$ cat src/rtl/i2s_mono_tx_pkg.sv
package i2s_mono_tx_pkg;

    typedef enum logic [1:0] {
        SZ_8  = 2'd0,
        SZ_16 = 2'd1,
        SZ_24 = 2'd2,
        SZ_32 = 2'd3
    } size_e;

    typedef enum logic [1:0] {
        TX_IDLE  = 2'd0,
        TX_SHIFT = 2'd1,
        TX_FILL  = 2'd2
    } tx_state_e;

    function automatic int sample_bits(input size_e sz);
        int n;
        unique case (sz)
            SZ_8:    n = 8;
            SZ_16:   n = 16;
            SZ_24:   n = 24;
            default: n = 32;
        endcase
        return n;
    endfunction

endpackage

$ cat src/rtl/i2s_tx_edge.sv
module i2s_tx_edge #(
    parameter int STAGES = 2
) (
    input  logic clk,
    input  logic rst_n,
    input  logic bclk,
    input  logic ws,
    output logic rise,
    output logic fall,
    output logic ws_s
);
    logic [STAGES-1:0] bsync_q;
    logic [STAGES-1:0] wsync_q;
    logic              bclk_d_q;

    always_ff @(posedge clk) begin
        if (!rst_n) begin
            bsync_q  <= '0;
            wsync_q  <= '0;
            bclk_d_q <= 1'b0;
        end else begin
            bsync_q  <= {bsync_q[STAGES-2:0], bclk};
            wsync_q  <= {wsync_q[STAGES-2:0], ws};
            bclk_d_q <= bsync_q[STAGES-1];
        end
    end

    assign rise = bsync_q[STAGES-1] & ~bclk_d_q;
    assign fall = ~bsync_q[STAGES-1] & bclk_d_q;
    assign ws_s = wsync_q[STAGES-1];
endmodule

$ cat src/rtl/i2s_tx_fifo.sv
module i2s_tx_fifo #(
    parameter int WIDTH = 32,
    parameter int DEPTH = 8,
    localparam int AW = (DEPTH > 1) ? $clog2(DEPTH) : 1,
    localparam int LW = $clog2(DEPTH + 1)
) (
    input  logic             clk,
    input  logic             rst_n,
    input  logic             push,
    input  logic [WIDTH-1:0] wdata,
    input  logic             pop,
    output logic [WIDTH-1:0] head,
    output logic             full,
    output logic             empty,
    output logic [LW-1:0]    count
);
    logic [WIDTH-1:0] mem_q [DEPTH];
    logic [AW-1:0]    wptr_q, rptr_q;
    logic [LW-1:0]    cnt_q;
    logic             wr_ok, rd_ok;

    assign full  = (cnt_q == LW'(DEPTH));
    assign empty = (cnt_q == '0);
    assign wr_ok = push & ~full;
    assign rd_ok = pop & ~empty;
    assign head  = mem_q[rptr_q];
    assign count = cnt_q;

    always_ff @(posedge clk) begin
        if (wr_ok) mem_q[wptr_q] <= wdata;
    end

    always_ff @(posedge clk) begin
        if (!rst_n) begin
            wptr_q <= '0;
            rptr_q <= '0;
            cnt_q  <= '0;
        end else begin
            if (wr_ok) wptr_q <= (wptr_q == AW'(DEPTH - 1)) ? '0 : wptr_q + 1'b1;
            if (rd_ok) rptr_q <= (rptr_q == AW'(DEPTH - 1)) ? '0 : rptr_q + 1'b1;
            unique case ({wr_ok, rd_ok})
                2'b10:   cnt_q <= cnt_q + 1'b1;
                2'b01:   cnt_q <= cnt_q - 1'b1;
                default: cnt_q <= cnt_q;
            endcase
        end
    end
endmodule

$ cat src/rtl/i2s_tx_serializer.sv
module i2s_tx_serializer
    import i2s_mono_tx_pkg::*;
#(
    parameter int DW = 32,
    localparam int CW = $clog2(DW + 1)
) (
    input  logic          clk,
    input  logic          rst_n,
    input  logic          rise,
    input  logic          fall,
    input  logic          ws_i,
    input  logic [1:0]    size_sel,
    input  logic [DW-1:0] head,
    input  logic          empty,
    output logic          pop,
    output logic          sdo,
    output logic          underrun
);
    tx_state_e     state_q, state_d;
    logic          synced_q, ws_last_q, pend_q, pend_hi_q;
    logic [DW-1:0] cur_q, shreg_q;
    logic          cur_ok_q, half_hi_q, sdo_q, unr_q;
    logic [CW-1:0] left_q, nbits;
    logic          load;

    assign nbits = CW'(sample_bits(size_e'(size_sel)));
    assign load  = fall & pend_q & ((state_q != TX_IDLE) | ~pend_hi_q);
    assign pop   = fall & (state_q == TX_SHIFT) & ~pend_q & (left_q == CW'(1))
                 & half_hi_q & cur_ok_q;

    // state register
    always_ff @(posedge clk) begin
        if (!rst_n) state_q <= TX_IDLE;
        else        state_q <= state_d;
    end

    // transitions
    always_comb begin
        state_d = state_q;
        unique case (state_q)
            TX_IDLE:  if (fall && pend_q && !pend_hi_q) state_d = TX_SHIFT;
            TX_SHIFT: if (fall && !pend_q && left_q == '0) state_d = TX_FILL;
            TX_FILL:  if (fall && pend_q) state_d = TX_SHIFT;
            default:  state_d = TX_IDLE;
        endcase
    end

    // datapath and outputs
    always_ff @(posedge clk) begin
        if (!rst_n) begin
            synced_q  <= 1'b0;
            ws_last_q <= 1'b0;
            pend_q    <= 1'b0;
            pend_hi_q <= 1'b0;
            cur_q     <= '0;
            cur_ok_q  <= 1'b0;
            half_hi_q <= 1'b0;
            shreg_q   <= '0;
            left_q    <= '0;
            sdo_q     <= 1'b0;
            unr_q     <= 1'b0;
        end else begin
            if (rise) begin
                if (!synced_q) begin
                    synced_q  <= 1'b1;
                    ws_last_q <= ws_i;
                end else if (ws_i != ws_last_q) begin
                    ws_last_q <= ws_i;
                    pend_q    <= 1'b1;
                    pend_hi_q <= ws_i;
                    if (!ws_i) begin
                        cur_q    <= empty ? '0 : head;
                        cur_ok_q <= ~empty;
                        if (empty) unr_q <= 1'b1;
                    end
                end
            end
            if (fall) begin
                pend_q <= 1'b0;
                if (load) begin
                    half_hi_q <= pend_hi_q;
                    shreg_q   <= cur_q << (CW'(DW) - nbits);
                    sdo_q     <= cur_q[nbits - 1'b1];
                    left_q    <= nbits - 1'b1;
                end else if (state_q == TX_SHIFT && left_q != '0) begin
                    sdo_q   <= shreg_q[DW-2];
                    shreg_q <= shreg_q << 1;
                    left_q  <= left_q - 1'b1;
                end else begin
                    sdo_q <= 1'b0;
                end
            end
        end
    end

    assign sdo      = sdo_q;
    assign underrun = unr_q;
endmodule

$ cat src/rtl/i2s_mono_repeat_tx.sv
module i2s_mono_repeat_tx #(
    parameter int DW     = 32,
    parameter int DEPTH  = 8,
    parameter int STAGES = 2,
    localparam int LW = $clog2(DEPTH + 1)
) (
    input  logic          clk,
    input  logic          rst_n,
    input  logic          bclk,
    input  logic          ws,
    input  logic          wr_en,
    input  logic [DW-1:0] wr_data,
    output logic          fifo_full,
    input  logic [1:0]    size_sel,
    input  logic [LW-1:0] thresh,
    output logic [LW-1:0] level,
    output logic          thr_flag,
    output logic          sdo,
    output logic          underrun
);
    logic          rise_p, fall_p, ws_s;
    logic          pop_w, fifo_empty;
    logic [DW-1:0] head_w;

    i2s_tx_edge #(.STAGES(STAGES)) edge_i (
        .clk(clk), .rst_n(rst_n), .bclk(bclk), .ws(ws),
        .rise(rise_p), .fall(fall_p), .ws_s(ws_s)
    );

    i2s_tx_fifo #(.WIDTH(DW), .DEPTH(DEPTH)) fifo_i (
        .clk(clk), .rst_n(rst_n), .push(wr_en), .wdata(wr_data),
        .pop(pop_w), .head(head_w), .full(fifo_full),
        .empty(fifo_empty), .count(level)
    );

    i2s_tx_serializer #(.DW(DW)) ser_i (
        .clk(clk), .rst_n(rst_n), .rise(rise_p), .fall(fall_p), .ws_i(ws_s),
        .size_sel(size_sel), .head(head_w), .empty(fifo_empty),
        .pop(pop_w), .sdo(sdo), .underrun(underrun)
    );

    assign thr_flag = (level <= thresh);
endmodule

$ cat config.mk
export PLATFORM = sky130hd
export DESIGN_NAME = i2s_mono_repeat_tx
export DESIGN_NICKNAME = d
export VERILOG_FILES = /design/src/rtl/i2s_mono_tx_pkg.sv /design/src/rtl/i2s_tx_edge.sv /design/src/rtl/i2s_tx_fifo.sv /design/src/rtl/i2s_tx_serializer.sv /design/src/rtl/i2s_mono_repeat_tx.sv
export SDC_FILE = /design/constraint.sdc
export NUM_CORES = 1
export LEC_CHECK = 0
export BUFFER_PORTS_ARGS = -buffer_cell sky130_fd_sc_hd__buf_2
export CAP_MARGIN = 15
export CORE_MARGIN = 2
export CORE_UTILIZATION = 55
export CTS_BUF_LIST = sky130_fd_sc_hd__clkbuf_2 sky130_fd_sc_hd__clkbuf_4 sky130_fd_sc_hd__clkbuf_8
export DETAILED_ROUTE_END_ITERATION = 7
export GPL_TIMING_DRIVEN = 1
export PLACE_DENSITY = 0.72
export SYNTH_ARGS = -nofsm -noshare
export SYNTH_HDL_FRONTEND = slang
export SYNTH_SLANG_ARGS = --single-unit
$ cat constraint.sdc
create_clock -name clk -period 7.5 [get_ports clk]
set_input_delay 1.875 -clock clk [delete_from_list [all_inputs] [get_ports clk]]
set_output_delay 1.875 -clock clk [all_outputs]
set_load 0.1 [all_outputs]
==> results of run 1 <==
==> cells by family after synthesis <==
logic type | Yosys count | share of synthesized area [%]
fa+ha+maj | 17 | 1.51
simple gates | 108 | 4.24
compound gates | 148 | 7.07
xor+xnor | 12 | 0.880
mux | 139 | 16.1
flops | 353 | 68.4
buf+inv | 57 | 1.74
==> worst max-delay path: cells and delay by family <==
| kind | cells | cell delay [ps] |
|---|---|---|
| compound gates | 3 | 380 |
| simple gates | 2 | 200 |
| buf+inv | 3 | 520 |
| fa+ha+maj | 1 | 290 |
==> worst paths after layout <==
kind                                       from                      endpoint  slack (ps)  depth (start not counted)
setup reg to reg  ser_i.state_q[0]$_SDFFE_PN0P_  fifo_i.count[2]$_SDFFE_PN0P_        4660                          9
hold / removal     edge_i.wsync_q[0]$_SDFF_PN0_  edge_i.wsync_q[1]$_SDFF_PN0_         440                          1
hold reg to reg    edge_i.wsync_q[0]$_SDFF_PN0_  edge_i.wsync_q[1]$_SDFF_PN0_         440                          1
setup / recovery                      thresh[1]                      thr_flag        2360                          9
==> layout make-up <==
cell class                 instances  share of cell area, %
multi-input combinational        424                   26.8
clock buffer                      78                   6.14
tap                              330                   2.61
inverter                          10                  0.237
clock inverter                    24                  0.900
sequential                       353                   60.8
timing repair buffer              70                   2.53
==> registers in the layout (all words and copies together) (netlist names), 3 cells and up, named ones only <==
name / cells
fifo_i.count: 4
fifo_i.wptr_q: 3
fifo_i.rptr_q: 3
ser_i.left_q: 6
ser_i.cur_q: 32
fifo_i.mem_q: 256
ser_i.shreg_q: 31
==> where the power goes <==
group | internal [mW] | leakage, nW | switching, mW
Clock | 0.874 | 0.598 | 0.718
Combinational | 0.0513 | 1.64 | 0.0937
Sequential | 2.12 | 3.11 | 0.0114
Total | 3.05 | 5.35 | 0.823
==> per-stage QoR <==
| stage | hold slack (ps) | setup WS (ps) | utilization (%) | total power [mW] | instance area (um^2) |
|---|---|---|---|---|---|
| after floorplan | 412 | 1530 | - | 2.27 | 14100 |
| after global placement | 441 | 2350 | 58.5 | 2.32 | 14700 |
| after detailed placement | 434 | 2340 | 58.5 | 2.32 | 14700 |
| after CTS | 453 | 2350 | 62.9 | 3.91 | 15800 |
| after global routing | 465 | 2270 | 62.9 | 4.01 | 15800 |
| final | 444 | 2360 | 62.9 | 3.87 | 15800 |
==> cell usage after synthesis (all sizes together) (5+ instances only) <==
| master | instances | area [um^2] |
|---|---|---|
| inv | 10 | 37.5 |
| nor2 | 10 | 37.5 |
| nand3 | 11 | 55.1 |
| o22ai | 8 | 50.1 |
| a22oi | 5 | 37.5 |
| ha | 17 | 213 |
| o2bb2ai | 32 | 280 |
| and2 | 10 | 62.6 |
| a21boi | 9 | 67.6 |
| nor4 | 5 | 37.5 |
| mux2i | 57 | 571 |
| dfxtp | 97 | 1940 |
| a21oi | 22 | 114 |
| buf | 23 | 118 |
| edfxtp | 256 | 7690 |
| xor2 | 7 | 61.3 |
| nor2b | 8 | 50.1 |
| clkbuf | 24 | 90.1 |
| xnor2 | 5 | 62.6 |
| nand2 | 39 | 146 |
| mux4 | 68 | 1540 |
| o21ai | 49 | 245 |
| mux2 | 14 | 158 |
==> cells in the final DEF, fill, tap and decap left out, types with 5 or more instances in the layout <==
cell type and count:
edfxtp_1 256, dfxtp_1 94, mux4_2 66, clkbuf_8 62
mux2i_1 57, buf_2 50, o21ai_0 49, nand2_1 39
o2bb2ai_1 32, a21oi_1 21, buf_4 20, ha_1 17
clkbuf_4 16, mux2_2 14, nand3_1 11, inv_1 10
and2_1 10, clkinv_1 10, clkinv_2 10, nor2_1 9
a21boi_0 8, o22ai_1 8, xor2_1 7, nor2b_1 7
a22oi_1 5
==> per-layer routing <==
| layer | track usage, % | up-vias | wire length (um) |
|---|---|---|---|
| li1 | - | 3496 | - |
| met1 | 28.6 | 3859 | 11900 |
| met2 | 34.1 | 188 | 13100 |
| met3 | 4.22 | 54 | 1450 |
| met4 | 7.34 | 0 | 676 |
| met5 | 0 | - | 0 |
==> results by group, run 1 <==
Outcome
  • Run status: completed

STA
  • Final setup viols: 0
  • Post-layout min period: about 5000 ps
  • Slew @ Worst Pin: 958 ps
  • RSZ-0062 raised after global routing: no
  • Headroom to the max-slew limit: 36.2%
  • Max Clock Skew: around 21 ps
  • Period utilization: about two thirds
  • Final Max Tran Viols: 0
  • Fmax: 194 MHz
  • Final Hold Fails: 0
  • Fin Setup TNS: 0 ps

Setup path
  • Worst EP arrival: around 3300 ps
  • CP required: roughly 5600 ps
  • Crit-path max FO: 2
  • Cell Chain, Critical Path: buf_2 > inv_1 > ha_1 > nor2b_1 > o21ai_0 > nand2b_1 > a21oi_1 > a41o_1 > buf_2
  • Critical setup path kind: primary input to output port
  • Nature of the critical path endpoint: output port
  • CP Launch Type: primary input
  • Crit-path slowest cell: buf_2
  • Top cell by count, worst path: buf_2
  • CP max stage delay: 420 ps

Clock tree
  • CTS H-Tree Depth: 2
  • Clk_lat worst skew: 590 ps
  • CTS root buf: clkbuf_8
  • Clk slew on worst S/H paths: ~60 ps
  • CTS tree: yes
  • CTS resizes: 0
  • Max Root-Sink Buffers: 3
  • Hold-fix buffers, CTS: 0
  • Clock sink count: 353
  • CTS Buf Count: between 50 and 60
  • Post-CTS setup repair buffer count: 0

Route
  • Wire length per cell: about 21 um
  • Initial DRC Count: 540
  • # DRC: 0
  • Vias per cell: about 6
  • Drt total wl: ~27 mm
  • Vias: 7597
  • ANT nets after route: 0
  • DR pass1 iterations: 4

Power
  • Pwr/cell area: 244 nW/um^2
  • Leak: 5.35 nW
  • VDD IR max: 0.149 mV

GRT
  • Gr usage total: 21.0%
  • Vias in the first global route: 7746
  • First-pass GRT wire length: 42.9 mm
  • GRT overflow: 0
  • Pin count of the biggest net entering global routing: 65
  • Initial antenna violation count: 0

Yosys
  • Mapped Area: 14100 um^2
  • Mean Syn Cell Area: 16.9 um^2
  • Seq cells post-synth: 353
  • Synthesized Nets: a little under 900
  • Top FF cell, synth: edfxtp_1
  • Ys async rst share: 0%
  • Number of synthesized flops with an enable pin: 256
  • Warnings from Yosys: 0
  • Netlist cell types: between 50 and 60
  • Seq/Total Area, Yosys: 68.4%
  • Synthesized instance count: 834

Floorplan
  • Die X: around 160 um
  • Boundary Pins: 51
  • Die H: 164 um
  • Initial Util: 55.9%
  • CORE AREA: approximately 25000 um^2
  • Die ar.: 26900 um^2
  • Site row count: slightly below 60

Flow run
  • Max-Cap Viols: 0

Cells and area
  • Share of cells above drive strength 1: a little over a quarter
  • Area of the multi-input gates: 4240 um^2
  • Flip-flop and latch area: 9640 um^2
  • Filler instances: 1824
  • Finished Layout Cells: between 1000 and 1500
  • Ant. Diodes: 0
  • Area Growth Syn to Fin: 12.6%
  • Final nets: around 970

Min path
  • Hold Path Class: register to register

Placed design
  • Post-DP HPWL: approximately 16 mm
  • Placer Congestion: between 0.8 and 0.9
  • Dpl cells: 1187
  • IO buf count: 50
(Power assumes the default switching activity.)
==> inputs of run 2 (changes only) <==
--- a/config.mk
+++ b/config.mk
@@ -12,7 +12,7 @@
 export CTS_BUF_LIST = sky130_fd_sc_hd__clkbuf_2 sky130_fd_sc_hd__clkbuf_4 sky130_fd_sc_hd__clkbuf_8
 export DETAILED_ROUTE_END_ITERATION = 7
 export GPL_TIMING_DRIVEN = 1
-export PLACE_DENSITY = 0.72
+export PLACE_DENSITY = 0.75
 export SYNTH_ARGS = -nofsm -noshare
 export SYNTH_HDL_FRONTEND = slang
 export SYNTH_SLANG_ARGS = --single-unit
==> constraint.sdc (replaced) <==
create_clock -name clk -period 4.7 [get_ports clk]
set_input_delay 1.175 -clock clk [delete_from_list [all_inputs] [get_ports clk]]
set_output_delay 1.175 -clock clk [all_outputs]
set_load 0.1 [all_outputs]
==> results by group, run 2 (synthesis results as in run 1) <==
Cells and area
  • Top Registers: fifo_i.mem_q x256, ser_i.cur_q x32, ser_i.shreg_q x31
  • Ant. Diodes: 0
  • Filler instances: 1774
  • Area Growth Syn to Fin: 13.0%
  • Commonest non-fill, non-tap cell in the layout: edfxtp_1
  • Final nets: approximately 970
  • Share of cells above drive strength 1: 26.7%
  • Largest Register: fifo_i.mem_q
  • Commonest cells after routing, fill and taps aside: edfxtp_1 (256), dfxtp_1 (94), mux4_2 (66)
  • Max FFs per register: between 200 and 300
  • Final Instance Area: 15900 um^2
  • Final Core Density: between 60% and 70%

Clock tree
  • CTS Buf Count: 55
  • Post-CTS setup repair buffer count: 0
  • Clk slew on worst S/H paths: around 60 ps
  • Clock sink count: 353
  • CTS H-Tree Depth: 2
  • Clk_lat worst skew: 600 ps
  • Max Root-Sink Buffers: 3
  • CTS root buf: clkbuf_8
  • CTS tree: yes
  • CTS resizes: 0
  • Hold-fix buffers, CTS: 0

Floorplan
  • Die X: 164 um
  • Initial Util: between 50% and 60%
  • CORE AREA: 25200 um^2
  • Die ar.: around 27000 um^2
  • Site row count: 58
  • Boundary Pins: 51
  • Die H: 164 um

Route
  • # DRC: 0
  • Initial DRC Count: 587
  • Vias per cell: 5.86
  • Drt total wl: between 20 and 30 mm
  • DR pass1 iterations: 5
  • ANT nets after route: 0
  • Vias: 7550
  • Wire length per cell: 21.2 um

Setup path
  • CP Launch Type: primary input
  • Cell family with the largest share of critical-path delay: buffers and inverters
  • Crit-path slowest cell: buf_2
  • CP max stage delay: around 420 ps
  • Nature of the critical path endpoint: output port
  • Top cell by count, worst path: buf_2
  • Crit-path max FO: 2
  • CP required: 3520 ps
  • Critical setup path kind: primary input to output port
  • Cell Chain, Critical Path: buf_2 > inv_1 > ha_1 > nor2b_1 > o21ai_0 > nand2b_1 > a21oi_1 > a41o_1 > buf_2
  • CP bufs+invs: 3
  • Worst EP arrival: 2590 ps

GRT
  • Vias in the first global route: 7553
  • First-pass GRT wire length: ~43 mm
  • Initial antenna violation count: 0
  • GRT overflow: 0
  • Pin count of the biggest net entering global routing: 40
  • Gr usage total: between 20% and 30%

Power
  • VDD IR max: 0.257 mV
  • Leak: 5.35 nW
  • Power Total: around 6.2 mW
  • Pwr/cell area: 393 nW/um^2

STA
  • Headroom to the max-slew limit: 45.7%
  • Final Hold Fails: 0
  • Fin Setup TNS: 0 ps
  • Period utilization: 80.1%
  • Post-layout min period: between 3000 and 4000 ps
  • Fmax: 266 MHz
  • Final Max Tran Viols: 0
  • RSZ-0062 raised after global routing: no
  • Final setup viols: 0
  • Max Clock Skew: 33.2 ps
  • Slew @ Worst Pin: slightly above 800 ps

Placed design
  • Placer Congestion: 0.872
  • Post-DP HPWL: approximately 15 mm
  • IO buf count: 50
  • Area post-placement: 14700 um^2

Outcome
  • Run status: completed

Min path
  • Hold Path Class: register to register

Flow run
  • Max-Cap Viols: 0
-- run 2: cell count changes in the layout (fill, tap and decap cells not counted), sizes merged --
cell and change:
buf -2, bufinv +1, clkbuf -1, clkinv +3, clkinvlp -1, inv -1
-- run 2: area by class of cell --
type | count | area, um^2 | share of cell area [%]
multi-input cells | 424 | 4270 | 26.9
flip-flops and latches | 353 | 9640 | 60.6
well taps | 330 | 413 | 2.60
clock buffers | 77 | 972 | 6.12
clock inverters | 26 | 179 | 1.13
repair buffers | 68 | 385 | 2.42
inverters | 10 | 37.5 | 0.236
-- run 2: worst paths after layout --
kind         slack [ps]                          start  depth (start not counted)                           end
max                 940                      thresh[1]                          9                      thr_flag
min                 440   edge_i.wsync_q[0]$_SDFF_PN0_                          1  edge_i.wsync_q[1]$_SDFF_PN0_
max reg2reg        1890  ser_i.state_q[0]$_SDFFE_PN0P_                          9  fifo_i.count[2]$_SDFFE_PN0P_
min reg2reg         440   edge_i.wsync_q[0]$_SDFF_PN0_                          1  edge_i.wsync_q[1]$_SDFF_PN0_
-- run 2: layer usage --
| metal | part of all wire [%] | GRT usage [%] |
|---|---|---|
| met1 | 44 | 29.4 |
| met2 | 50 | 34.0 |
| met3 | 4.3 | 3.69 |
| met4 | 2.1 | 7.42 |
| met5 | 0 | 0 |
-- run 2: metrics by stage --
stage | setup slack [ps] | hold slack [ps] | cells
floorplan | 138 | 412 | 834
CTS | 922 | 446 | 1288
global route | 796 | 458 | 1288
detailed placement | 923 | 428 | 1185
finish | 937 | 439 | 1288
global placement | 965 | 430 | 1185
-- run 2: worst reg2reg max path: stages, from the launching register on --
cell       delay, ps
dfxtp_1          510
nand4bb_4        190
nor4_1           680
ha_1             380
xor2_1           170
ha_1             160
a21oi_1           50
xor2_1           160
or3_1            300
a21boi_0         160
-- run 2: where the power goes --
| group | internal [mW] | switching, mW | total (mW) |
|---|---|---|---|
| logic | 0.0810 | 0.149 | 0.230 |
| registers | 3.39 | 0.0201 | 3.41 |
| clock network | 1.45 | 1.16 | 2.61 |
